**src/rtl/stair_level_mod.sv**
```systemverilog
module stair_level_mod #(
  parameter int PW = 16,
  parameter int STEPS = 5,
  parameter logic [STEPS*PW-1:0] ANG_DEF =
    {16'd10939, 16'd8108, 16'd5818, 16'd3776, 16'd1859}
) (
  input  logic                        clk,
  input  logic                        rst_n,
  input  logic [PW-1:0]               phase,
  input  logic                        tbl_we,
  input  logic [$clog2(STEPS+3)-1:0]  tbl_idx,
  input  logic [PW-1:0]               tbl_val,
  output logic signed [$clog2(2*STEPS+1):0] level,
  output logic [$clog2(2*STEPS+1)-1:0] upper_cnt,
  output logic [$clog2(2*STEPS+1)-1:0] lower_cnt,
  output logic                        level_change
);
  localparam int ARM_N = 2 * STEPS;
  localparam int CW = $clog2(ARM_N + 1);
  localparam logic [PW-1:0] QTR = PW'(1) << (PW - 2);

  logic [PW-1:0] thr [STEPS];

  always_ff @(posedge clk) begin
    if (!rst_n) begin
      for (int i = 0; i < STEPS; i++) thr[i] <= ANG_DEF[i*PW +: PW];
    end else if (tbl_we && int'(tbl_idx) < STEPS) begin
      thr[tbl_idx] <= tbl_val;
    end
  end

  wire [PW-1:0] off  = {2'b00, phase[PW-3:0]};
  wire [PW-1:0] fold = phase[PW-2] ? (QTR - off) : off;
  wire          neg  = phase[PW-1];

  logic [CW-1:0] cnt;
  always_comb begin
    cnt = '0;
    for (int i = 0; i < STEPS; i++)
      if (thr[i] <= fold) cnt = cnt + 1'b1;
  end

  wire signed [CW:0] lvl_n = neg ? -$signed({1'b0, cnt}) : $signed({1'b0, cnt});
  wire [CW-1:0] up_n = CW'(STEPS - int'(lvl_n));
  wire [CW-1:0] lo_n = CW'(STEPS + int'(lvl_n));

  always_ff @(posedge clk) begin
    if (!rst_n) begin
      level        <= '0;
      upper_cnt    <= CW'(STEPS);
      lower_cnt    <= CW'(STEPS);
      level_change <= 1'b0;
    end else begin
      level        <= lvl_n;
      upper_cnt    <= up_n;
      lower_cnt    <= lo_n;
      level_change <= (up_n != upper_cnt);
    end
  end

  assert_reset_R1: assert property (@(posedge clk)
    !rst_n |=> (level == 0 && upper_cnt == CW'(STEPS) && lower_cnt == CW'(STEPS) && !level_change));

  assert_sum_R2: assert property (@(posedge clk) disable iff (!rst_n)
    int'(upper_cnt) + int'(lower_cnt) == ARM_N);

  assert_map_R6: assert property (@(posedge clk) disable iff (!rst_n)
    int'(level) >= -STEPS && int'(level) <= STEPS && int'(upper_cnt) == STEPS - int'(level));

  assert_strobe_R7: assert property (@(posedge clk) disable iff (!rst_n)
    level_change |-> (upper_cnt != $past(upper_cnt)));

  assert_quiet_R7: assert property (@(posedge clk) disable iff (!rst_n)
    !level_change |-> $stable(upper_cnt));
endmodule

```
**config.mk**
```make
export PLATFORM = sky130hd
export DESIGN_NAME = stair_level_mod
export DESIGN_NICKNAME = d
export VERILOG_FILES = /design/src/rtl/stair_level_mod.sv
export SDC_FILE = /design/constraint.sdc
export NUM_CORES = 1
export LEC_CHECK = 0
export ABC_AREA = 1
export BUFFER_PORTS_ARGS = -buffer_cell sky130_fd_sc_hd__buf_2
export CAP_MARGIN = 10
export CORE_UTILIZATION = 35
export CTS_BUF_LIST = sky130_fd_sc_hd__clkbuf_4 sky130_fd_sc_hd__clkbuf_8
export DETAILED_ROUTE_END_ITERATION = 8
export GPL_TIMING_DRIVEN = 1
export PLACE_DENSITY = 0.55
export SYNTH_ARGS = -nofsm -noshare
export SYNTH_HDL_FRONTEND = slang
export SYNTH_SLANG_ARGS = --single-unit
```
**constraint.sdc**
```tcl
create_clock -name clk -period 10.5 [get_ports clk]
set_input_delay 1.05 -clock clk [delete_from_list [all_inputs] [get_ports clk]]
set_output_delay 1.05 -clock clk [all_outputs]
set_load 0.02 [all_outputs]
```
==> summary.md <==
| Metric | Value |
|---|---|
| Status | complete, no violations |
| Worst-path fanout max | 7 |
| Mux share of post-synthesis cell area | 0% |
| Share of synthesized registers carrying an async set or reset | 0% |
| Peak supply drop | 0.05314 mV |
| Post-Route Utilization | 40.19% |
| CTS Root Cell | clkbuf_8 |
| # setup viols final | 0 |
| Iter 0 DRT Violations | 275 |
| Tmin final | 6.789 ns |
| DR DRC count | 0 |
| DR WL/cell | 16.70 um |
| Die H | 132.9 um |
| Final period utilization | 64.65% |
| CTS H-tree depth | 3 |
| Fill cells | 1635 |
| Post-CTS Setup Bufs | 0 |
| I/O pin cnt | 52 |
| Maximum clock frequency | 0.1473 GHz |
| Maximum clock path buffer count | 2 |
| Final Non-Filler Cells | 943 |
| CTS Buf Count | 9 |
| FF+latch area | 0.002643 mm^2 |
| RSZ-0062 raised after global routing | false |
| Most common cell after layout, fill and taps aside | nand2_1 |
| 1st-pass router iterations | 4 |
| Syn Area/Cell | 9.057 um^2 |
| Max Cap Viol | 0 |
| Post-Synth Adder-Cell Area | 16.07% |
| PwrDens | 141.6 mW/mm^2 |
| Most frequent cell on the critical path | nand2_1 |
| Nets@finish | 833 |
| Total gr overflow | 0 |
| Largest net degree at the start of global routing | 17 |
| Max-slew violations | 0 |
| Multi-input combinational cell area | 0.002892 mm^2 |
| Antenna fix cells | 0 |
| Worst Max-Slew Pin Slew | 0.9363 ns |
| HP Class | flop to flop |
| Netlist Area Pre-Place | 0.005996 mm^2 |
| Synth Area in XOR/XNOR | 2.212% |
| DP Cell Count | 927 |
| Vias per inst | 4.948 |
| Final WL | 15.75 mm |
| Hold-fix buffers, CTS | 0 |
| CTS tree | yes |
| Max_slew headroom | 37.43% |
| Endpoints failing hold | 0 |
| Row count | 47 |
| Layout area overhead | 11.56% |
| Pleak | 3.166 nW |
| Core area | 0.01664 mm^2 |
| Worst endpoint data arrival time | 7.06 ns |
| CTS sink cnt | 92 |
| Number of distinct library cells after synthesis | 41 |
| Synthesized net count | 777 |
| Die area | 0.01766 mm^2 |
| Placed wire-length estimate | 12.11 mm |
| Worst setup EP type | flop |
| Simple-gate share of the synthesized area | 22.58% |
| Crit path largest cell delay | 0.65 ns |
| CP max stage cell | xnor2_1 |
| Worst EP required | 10.77 ns |
| DRT antenna net count | 0 |
| TNS Setup | 0 ns |
| Area fraction of the dominant cell type after synthesis | 40.07% |
| Post-cts sizing count | 0 |
| Setup ws final | 3.711 ns |
| Pre-CTS setup slack | 3.353 ns |
| Wire length of the first global-routing pass | 24.83 mm |
| EDFF count, synth | 80 |
| Sequential share of the synthesized area | 44.07% |
| YS warnings | 0 |
| Synth top area cells | edfxtp_1, ha_1, nand2_1 |
| Seq cells post-synth | 92 |
| Vias in the first global route | 4714 |
| Largest family of logic cells by synthesized area | simple AND/OR/NAND/NOR gates |
| CP startpoint kind | input port |
| Most frequent cells in the layout | nand2_1, inv_1, edfxtp_1 |
| Initial antenna violation count | 0 |
| Synth Flop Type | edfxtp_1 |
| Overall global routing resource usage | 18.78% |
| Worst-Skew Late Latency | 0.37 ns |
| Clk slew on worst S/H paths | 0.09 ns |
| Leading area contributor after synthesis | edfxtp_1 |
| Fraction of layout cells with a size suffix above 1 | 15.35% |
| Crit Path Category | input port to flop |
| Total Power | 0.0009471 W |
| Clk_skew | 0.008606 ns |
| Vias | 4666 |
| Compound-Gate Fraction of Synth Area | 7.366% |
| Routability cong. | 0.8565 |
| I/O Buffers | 51 |
| Instance count of the mapped netlist | 662 |
| Starting Density | 36.03% |
| Die Wd | 132.9 um |
==> worst max-delay path: cells and delay by family <==
kind,cells,cell delay [ns]
AND/OR/NAND/NOR,23,2.40
XOR/XNOR,2,0.81
adder cells (fa/ha/maj),6,1.53
AO/OA/AOI/OAI,3,0.63
buffers and inverters,10,0.65
==> report_power, final <==
group	internal (W)	switching, W	total (W)
clock	0.000111	0.000136	0.000247
sequential	0.000428	0.0000128	0.000440
combinational	0.0000916	0.000168	0.000259
==> layout make-up <==
| type | count | area share [%] |
|---|---|---|
| multi-input cells | 451 | 43.23 |
| repair buffers | 51 | 3.816 |
| clock buffers | 9 | 1.852 |
| clock inverters | 7 | 1.104 |
| well taps | 220 | 4.115 |
| inverters | 113 | 6.379 |
| flip-flops and latches | 92 | 39.51 |
==> worst paths after layout <==
path | startpoint | to | slack, ns | cells after the start
worst min register to register | upper_cnt[3] | level_change | 0.59 | 4
worst max-delay path | phase[0] | level_change | 3.71 | 44
worst max register to register | thr[0][13] | level_change | 5.50 | 32
worst min-delay path | upper_cnt[3] | level_change | 0.59 | 4
==> flip-flops by register name, summed over array words and instances, names as in the netlist <==
register      count
level             4
lower_cnt         3
level_change      1
upper_cnt         4
thr              80
==> routing by layer <==
layer  up-vias  part of all wire, %  global-route usage (%)
met5         -                    0                       0
met4         0                  2.3                   6.769
met3        20                  5.1                   2.835
met2       131                   45                   30.54
met1      2204                   47                   25.26
li1       2311                    -                       -
==> cells in the mapped netlist (2+ instances only) <==
master and instances:
nand2_1 125, inv_1 104, edfxtp_1 80, ha_1 77, nor2_1 72, a21oi_1 31, nand3_1 25, nand2_2 15
nand4_1 15, o21ai_0 15, dfxtp_1 12, a21o_1 7, nor3_1 7, xor2_1 7, inv_2 6, nand2_4 6
a211oi_1 5, nand3_2 5, o21bai_1 5, xnor2_1 5, nand3b_1 4, o211ai_1 4, buf_4 3, nor2_4 3
o21ai_1 3, clkbuf_1 2, clkinv_1 2, nor2_2 2, nor3b_1 2, o21a_1 2
==> stage by stage <==
step | hold slack [ns] | cell area (um^2)
after global placement | 0.5905 | 6491
after detailed placement | 0.5802 | 6491
after global routing | 0.6467 | 6689
after CTS | 0.5987 | 6689
final | 0.5913 | 6689
after floorplan | 0.6439 | 5996
==> logic make-up (layout without fill, tap and decap cells) <==
group,count (synthesis),in the layout
and+or+nand+nor,286,286
buffers and inverters,119,180
AOI/OAI and AO/OA,75,75
adders and majority gates,77,77
xor gates and xnor gates,13,13
DFF,92,92
No activity file was read; power rests on OpenSTA's default activity.
